===== src/rtl/ssr_pkg.sv =====
package ssr_pkg;
   typedef enum logic [1:0] {
      MODE_STBY = 2'b00,
      MODE_RXO  = 2'b01,
      MODE_NORM = 2'b10
   } ssr_mode_e;
endpackage


===== src/rtl/ssr_sync.sv =====
// Multi-stage level synchronizer for a small bundle of asynchronous inputs.
module ssr_sync #(
   parameter int W      = 2,
   parameter int STAGES = 2
) (
   input  logic         clk,
   input  logic         rst_n,
   input  logic [W-1:0] d_i,
   output logic [W-1:0] q_o
);
   initial begin
      assert (STAGES >= 2) else $error("ssr_sync: STAGES must be at least 2");
      assert (W >= 1) else $error("ssr_sync: W must be at least 1");
   end

   logic [STAGES-1:0][W-1:0] stg_q;

   always_ff @(posedge clk or negedge rst_n) begin
      if (!rst_n) stg_q <= '0;
      else        stg_q <= {stg_q[STAGES-2:0], d_i};
   end

   assign q_o = stg_q[STAGES-1];
endmodule


===== src/rtl/ssr_seq.sv =====
// Readout sequencer: edge detect, bit pointer, quiet timeout, exit mode, clear arming.
module ssr_seq
   import ssr_pkg::*;
#(
   parameter int NBITS   = 16,
   parameter int TIMEOUT = 1000,
   localparam int PTR_W  = $clog2(NBITS),
   localparam int CNT_W  = $clog2(TIMEOUT)
) (
   input  logic             clk,
   input  logic             rst_n,
   input  logic             en_s,
   input  logic             sby_s,
   output logic             rd_act_o,
   output logic [PTR_W-1:0] ptr_o,
   output logic             clr_o,
   output ssr_mode_e        mode_o
);
   localparam logic [PTR_W-1:0] PTR_LAST = PTR_W'(NBITS - 1);
   localparam logic [CNT_W-1:0] CNT_LAST = CNT_W'(TIMEOUT - 1);

   initial begin
      assert (NBITS >= 2) else $error("ssr_seq: NBITS must be at least 2");
      assert (TIMEOUT >= 2) else $error("ssr_seq: TIMEOUT must be at least 2");
   end

   logic             en_d;
   logic             tgl;
   logic             rd_q, rd_n;
   logic [PTR_W-1:0] ptr_q, ptr_n;
   logic [CNT_W-1:0] cnt_q, cnt_n;
   ssr_mode_e        mode_q, mode_n, sel;
   logic             arm_q, arm_n;
   logic             clr;

   assign tgl = en_s ^ en_d;

   always_comb begin
      if (!sby_s)    sel = MODE_STBY;
      else if (en_s) sel = MODE_NORM;
      else           sel = MODE_RXO;
   end

   always_comb begin
      rd_n   = rd_q;
      ptr_n  = ptr_q;
      cnt_n  = cnt_q;
      mode_n = mode_q;
      arm_n  = arm_q;
      clr    = 1'b0;
      if (rd_q) begin
         if (tgl) begin
            cnt_n = '0;
            if (ptr_q == PTR_LAST) begin
               ptr_n = '0;
               if (arm_q) begin
                  clr   = 1'b1;
                  arm_n = 1'b0;
               end
            end else begin
               ptr_n = ptr_q + 1'b1;
            end
         end else if (cnt_q == CNT_LAST) begin
            rd_n   = 1'b0;
            cnt_n  = '0;
            mode_n = sel;
            if (sel == MODE_NORM) arm_n = 1'b1;
         end else begin
            cnt_n = cnt_q + 1'b1;
         end
      end else if (tgl) begin
         rd_n  = 1'b1;
         ptr_n = '0;
         cnt_n = '0;
      end
   end

   always_ff @(posedge clk or negedge rst_n) begin
      if (!rst_n) begin
         en_d   <= 1'b0;
         rd_q   <= 1'b0;
         ptr_q  <= '0;
         cnt_q  <= '0;
         mode_q <= MODE_STBY;
         arm_q  <= 1'b0;
      end else begin
         en_d   <= en_s;
         rd_q   <= rd_n;
         ptr_q  <= ptr_n;
         cnt_q  <= cnt_n;
         mode_q <= mode_n;
         arm_q  <= arm_n;
      end
   end

   assign rd_act_o = rd_q;
   assign ptr_o    = ptr_q;
   assign clr_o    = clr;
   assign mode_o   = mode_q;
endmodule


===== src/rtl/ssr_store.sv =====
// Sticky status bits with cause-qualified clear; a same-cycle event wins.
module ssr_store #(
   parameter int NBITS = 16
) (
   input  logic             clk,
   input  logic             rst_n,
   input  logic [NBITS-1:0] evt_i,
   input  logic [NBITS-1:0] cause_i,
   input  logic             clr_i,
   output logic [NBITS-1:0] stat_o
);
   for (genvar k = 0; k < NBITS; k++) begin : g_bit
      logic b_q;
      always_ff @(posedge clk or negedge rst_n) begin
         if (!rst_n)                      b_q <= 1'b0;
         else if (evt_i[k])               b_q <= 1'b1;
         else if (clr_i && !cause_i[k])   b_q <= 1'b0;
      end
      assign stat_o[k] = b_q;
   end
endmodule


===== src/rtl/stat_serial_rd.sv =====
module stat_serial_rd
   import ssr_pkg::*;
#(
   parameter int NBITS       = 16,
   parameter int TIMEOUT     = 1000,
   parameter int SYNC_STAGES = 2,
   localparam int PTR_W      = $clog2(NBITS)
) (
   input  logic             clk,
   input  logic             rst_n,
   input  logic             en_i,
   input  logic             sby_i,
   input  logic [NBITS-1:0] evt_i,
   input  logic [NBITS-1:0] cause_i,
   output logic             err_n_o,
   output logic             rd_act_o,
   output logic [1:0]       mode_o
);
   initial begin
      assert (NBITS == (1 << PTR_W)) else $error("stat_serial_rd: NBITS must be a power of two");
   end

   logic [1:0]       sync_q;
   logic             en_s, sby_s;
   logic             rd_act;
   logic [PTR_W-1:0] ptr;
   logic             clr;
   ssr_mode_e        mode;
   logic [NBITS-1:0] stat;

   ssr_sync #(.W(2), .STAGES(SYNC_STAGES)) u_sync (
      .clk   (clk),
      .rst_n (rst_n),
      .d_i   ({sby_i, en_i}),
      .q_o   (sync_q)
   );

   assign en_s  = sync_q[0];
   assign sby_s = sync_q[1];

   ssr_seq #(.NBITS(NBITS), .TIMEOUT(TIMEOUT)) u_seq (
      .clk      (clk),
      .rst_n    (rst_n),
      .en_s     (en_s),
      .sby_s    (sby_s),
      .rd_act_o (rd_act),
      .ptr_o    (ptr),
      .clr_o    (clr),
      .mode_o   (mode)
   );

   ssr_store #(.NBITS(NBITS)) u_store (
      .clk     (clk),
      .rst_n   (rst_n),
      .evt_i   (evt_i),
      .cause_i (cause_i),
      .clr_i   (clr),
      .stat_o  (stat)
   );

   assign err_n_o  = rd_act ? ~stat[ptr] : ~(|stat);
   assign rd_act_o = rd_act;
   assign mode_o   = mode;
endmodule


===== config.mk =====
export PLATFORM = sky130hd
export DESIGN_NAME = stat_serial_rd
export DESIGN_NICKNAME = d
export VERILOG_FILES = /design/src/rtl/ssr_pkg.sv /design/src/rtl/ssr_sync.sv /design/src/rtl/ssr_seq.sv /design/src/rtl/ssr_store.sv /design/src/rtl/stat_serial_rd.sv
export SDC_FILE = /design/constraint.sdc
export NUM_CORES = 1
export LEC_CHECK = 0
export BUFFER_PORTS_ARGS = -buffer_cell sky130_fd_sc_hd__buf_2
export CAP_MARGIN = 20
export CORE_MARGIN = 2
export CORE_UTILIZATION = 25
export DETAILED_ROUTE_END_ITERATION = 8
export RECOVER_POWER = 50
export SLEW_MARGIN = 10
export SYNTH_ARGS = -nofsm -noshare
export SYNTH_HDL_FRONTEND = slang
export SYNTH_SLANG_ARGS = --single-unit

===== constraint.sdc =====
create_clock -name clk -period 3 [get_ports clk]
set_input_delay 0.15 -clock clk [delete_from_list [all_inputs] [get_ports clk]]
set_output_delay 0.15 -clock clk [all_outputs]
set_load 0.02 [all_outputs]

; After elaboration in Yosys (flattened, before gate mapping)
; Cells that the tools add are included.
[word_totals]
in_bits = 36
output_inout_bits = 4
regBits = 39
wordCells = 146
[classes]
n_reduce_logical = 54
n_lt_le_gt_ge = 1
eq_ne = 4
n_bitwise = 4
addsub = 2
n_mux = 57
[op_table]
columns = cell, n
row1 = two-way mux 1 bit, 46
row2 = two-way mux 10 bit, 4
row3 = nonzero test 2 bit, 19
row4 = logical AND 1 bit, 16
row5 = logical NOT 1 bit, 16
row6 = two-way mux 4 bit, 4
row7 = OR reduction 16 bit, 1
row8 = adder 10 x 1 -> 10 bit (second input constant), 1
row9 = equality test 10 bit (second input constant), 1
row10 = less-than comparator 4 x 5 -> 1 bit (second input constant), 1
row11 = adder 4 x 1 -> 4 bit (second input constant), 1
row12 = binary-select mux 1 bit (select 4 bit), 1
row13 = equality test 4 bit (second input constant), 1
row14 = two-way mux 2 bit, 2
row15 = AND reduction 4 bit, 1
row16 = inverter 1 bit, 3
row17 = AND reduction 3 bit, 1
row18 = equality test 2 bit (second input constant), 1
row19 = inequality test 2 bit (second input constant), 1
row20 = XOR 1 bit, 1

; Longest topological paths before layout
[logic_depth]
ltp_word = 7
ltp_mapped = 7
mapped_depth_nobuf = 5

; Modules after synthesis
; A second synthesis with hierarchy kept.
[hier_totals]
cells_unflattened = 202
hier_area_um2 = 2055.7
[modules_own_cells]
columns = module, cells_per_inst, area_each_um2, n_inst, seq_area_each_um2
row1 = ssr_seq, 115, 1011.0, 1, 475.5
row2 = ssr_store, 65, 752.0, 1, 400.4
row3 = stat_serial_rd, 16, 177.7, 1, 0.0
row4 = ssr_sync, 6, 115.1, 1, 100.1

; Worst setup path after synthesis
; Ideal clock, no wire load.
[synth_path]
path_type = register -> output
startpoint = reg u_seq.ptr_q[0], in the netlist u_seq.ptr_o[0]
endpoint = out err_n_o
t_required_ns = 2.850
n_path_buf = 1
arrival_ns = 1.703
path_slack_ns = 1.147
stages_incl_launch_ff = 5
path_cell_list = dfrtp_1 buf_6 mux4_2 mux4_2 a21oi_2
[synth_via]
elab_chain_cells = 4
[synth_lines]
columns = element, line
row1 = from (decl), ssr_seq.sv:30  ; logic [PTR_W-1:0] ptr_q, ptr_n;
row2 = from (signal assigned), ssr_seq.sv:89  ; ptr_q <= ptr_n;
row3 = binary-select mux 1 bit (select 4 bit), stat_serial_rd.sv:61  ; assign err_n_o = rd_act ? ~stat[ptr] : ~(|stat);
row4 = two-way mux 1 bit (implied by the code), stat_serial_rd.sv:61
row5 = inverter 1 bit, stat_serial_rd.sv:61
row6 = two-way mux 1 bit, stat_serial_rd.sv:61
row7 = to (decl), stat_serial_rd.sv:15  ; output logic err_n_o,
; Every way passes these cells. The select of a mux whose other input is x is not followed.

; Worst setup path after layout
; Ends and elaborated chain as after synthesis.

==> results.txt <==
- Net count of the finished layout: 253
- In this run, distinct cell masters in the synthesized netlist total 42.
- Clock network latency to the later pin of the worst-skew pair: about 0.29 ns
- Proportion of layout cells with a drive suffix above 1: between 20% and 30%
- Total leakage power: 0.000913 uW
- Input and output buffers added on the ports amount to 39.
- For the worst setup path, the data arrival time is 2.26 ns.
* Sum of internal, switching and leakage power: 1180 uW
- The routed layout has about 1.4k vias.
- After synthesis, the largest family of logic cells by area is simple AND/OR/NAND/NOR gates.
- Headroom to the max-slew limit came out at -35.2%.
- Simple-gate portion of the synthesized area: between 10% and 20%
- The finished cells cover 2280 um2.
- After detailed placement, the total cell area comes to around 2200 um2.
* Post-DR wirelength/cell: between 10 and 15 um
* Maximum capacitance violations: 1
* Most frequent cell on the critical path: mux4_2
* Drt first-iter violations: ~110
* First-pass iteration count of the detailed router: 4
* Vias/cell: between 4 and 5
- HPWL reported at the end of detailed placement: ~2800 um
- The most used flip-flop cell after synthesis is dfrtp_1.
* Number of synthesis warnings: 0
* Residual DRC count: 0
- The worst setup path is launched from a flop.
* Share of synthesized area spent on multiplexers: about 6.3%
- Final Max Tran Viols: 40
- Setup repair after global routing left no endpoint under its margin.
- The initial antenna violation count was 0.
* Net Count, Synth: around 210
* Type of the most critical hold path: input port to flop
- The first global-routing pass estimated between 6000 and 7000 um of wire.
- The library cells used most frequently in the layout, excluding fill and tap cells, are dfrtp_1 (39), buf_2 (38), o21ai_0 (22), nand2b_1 (16), nand2_1 (15).
* Type of the setup path with the least slack: flop to output pin
- Vias in the first global route: 1455
* Clock-pin transition on the worst setup and hold timing paths: roughly 0.080 ns
- After synthesis the cells add up to about 1900 um2.
- Worst Tran Pin Value: a little over 2 ns
* Overall routing resource usage: 10.4%
* Compound-cell area share of the yosys netlist: approximately 17%
- Num ports: 40
- For this design the ratio of total power to cell area is 518 nW/um2.
* Data required time at the worst endpoint: 2.85 ns
- At the end of routability-driven placement, the weighted congestion stood at around 0.73.
- Traced cell by cell, the critical path runs through mux4_2 > mux4_2 > a21oi_2 > buf_2.
- Synth Area in XOR/XNOR: 1.76%
- The tree built by TritonCTS fans out to 39 sinks.
- The count of nets left with antenna violations once routing finished came out at 0.
* CTS tree: done
* Hold Fails Final Rpt: 0
- The die covers approximately 8400 um2.
- Flop and latch count out of synthesis: 39
- Total CTS buffers: 5
- A synthesized cell averages ~11 um2.
- Failing checks: max-capacitance violations, max-slew violations
- After layout, the minimum clock period comes to about 2.4 ns.
- Broken down by cell family, the worst path's largest delay share belongs to multiplexers.
- Slowest cell on crit path: dfrtp_1
- Count of buffer and inverter cells on the critical path: 1
- Worst Clk Skew: just over 0.007 ns
- After synthesis, the share of flip-flops with an asynchronous set or reset is 100%.
- Clock root buffer: clkbuf_8
* Total global routing overflow: 0
- Timing would allow up to between 0.4 and 0.5 GHz.
* Setup violations, final: 0
- For this configuration, the core starts out at a cell density of between 20% and 30%.
- Commonest non-fill, non-tap cell in the layout: dfrtp_1
- Summed over all failing endpoints, the final setup total negative slack is 0 ns.
- Critical Path Max Stage Delay: 0.61 ns
- Number of rows created at floorplan: 31
* Deepest clock path buffer count: 2
- The synthesized netlist devotes 1.31% of its cell area to adder and majority cells.
- Entering global routing, the biggest net connects 40 pins.
- Area delta synth->final: 18.9%
- 0 antenna diodes ended up in the layout.
- Setup fix buffers added after clock tree synthesis: 0
- The H-tree generated during clock tree synthesis spans 2 levels.
- Resized cells post-CTS: 0
- Yosys mapped a number of flops with a built-in enable equal to 0.
- The run finished, with violations left.
- Fin crit share: approximately 80%
- The final layout contains routed wiring with a total length of between 3000 and 4000 um.
- Summing the sequential cell areas from Yosys gives between 50% and 60% of the chip area.
- Endpoint type of the worst setup path: output pin
* Max IR drop VDD: 0.000158 V
* Horizontal die dimension: between 90 and 100 um
* Mapped Cells: 175
- At the end of the flow the core is filled with cells to ~31%.
- The region available for standard cell placement spans around 7300 um2.
- Overall die height: 91.6 um
* Crit Path Max Fanout: 10
-- where the power goes --
| part | internal (uW) | switching [uW] |
|---|---|---|
| Sequential | 565 | 81.4 |
| Clock | 163 | 180 |
| Combinational | 106 | 85.3 |
| Total | 835 | 347 |
-- cell usage after synthesis (all sizes together), types with 2 or more instances --
| cell type | n | area [um2] |
|---|---|---|
| nand4 | 4 | 25.0 |
| ha | 2 | 25.0 |
| and3 | 4 | 25.0 |
| inv | 4 | 15.0 |
| nand2b | 16 | 100 |
| dfrtp | 39 | 976 |
| mux4 | 4 | 90.1 |
| a41oi | 4 | 35.0 |
| clkbuf | 4 | 27.5 |
| a22o | 4 | 35.0 |
| nand3 | 6 | 30.0 |
| a21oi | 7 | 38.8 |
| o21ai | 22 | 110 |
| nor2b | 3 | 18.8 |
| nor2 | 6 | 22.5 |
| buf | 4 | 28.8 |
| a31oi | 3 | 18.8 |
| xor2 | 2 | 25.0 |
| mux2i | 2 | 20.0 |
| nor4 | 4 | 25.0 |
| nand2 | 15 | 56.3 |
| o31ai | 2 | 15.0 |
-- registers in the layout (all words and copies together), names as in the netlist --
name and count:
u_seq.cnt_q 10, u_sync.q_o 2, u_seq.mode_o 2, u_seq.ptr_o 4, u_seq.arm_q 1, u_seq.en_d 1, u_store.g_bit.b_q 16, u_seq.rd_act_o 1
u_sync.stg_q 2
-- repair_timing --
item | 4_1_cts | 5_1_grt
hold buffers | 2 | 0
hold endpoints to repair | 2 | 0
setup endpoints to repair | 0 | 0
-- cell families after synthesis --
group / count (synthesis)
simple gates: 64
compound gates: 48
flops: 39
buf+inv: 12
mux: 7
xor+xnor: 3
fa+ha+maj: 2
-- worst paths after layout --
check                                            end             from  slack [ns]  cells after the start
worst min register to register         u_sync.q_o[0]  u_sync.stg_q[0]        0.35                      0
worst max register to register  u_store.g_bit[3].b_q   u_seq.ptr_o[0]        0.89                      5
max in group asynchronous             u_seq.cnt_q[7]            rst_n        1.41                      1
worst min-delay path            u_store.g_bit[6].b_q         evt_i[6]        0.04                      2
min in group asynchronous            u_sync.stg_q[0]            rst_n        0.43                      1
worst max-delay path                         err_n_o   u_seq.ptr_o[0]        0.59                      4
-- routing by layer --
| metal | wire length [um] | share of wire [%] | track usage, % |
|---|---|---|---|
| met3 | 145 | 3.7 | 2.90 |
| met5 | 0 | 0 | 0 |
| met2 | 1760 | 44 | 14.5 |
| met4 | 97 | 2.4 | 5.30 |
| met1 | 1970 | 50 | 14.6 |
-- stage by stage --
stage	instances	setup slack (ns)	hold slack (ns)
after floorplan	175	1.15	-0.146
after global placement	305	0.924	0.258
after detailed placement	305	0.847	0.260
after CTS	315	0.559	0.00340
after global routing	315	0.467	0.0308
final	315	0.594	0.0357
-- final cells by class --
cell class              instances  area (um2)
clock buffers                   7        76.3
clock inverters                 1        5.00
fillers                       754        5050
inverters                       4        15.0
multi-input cells             124         870
flip-flops and latches         39         976
well taps                      99         124
repair buffers                 41         214
Power figures use the tool's default switching activity.
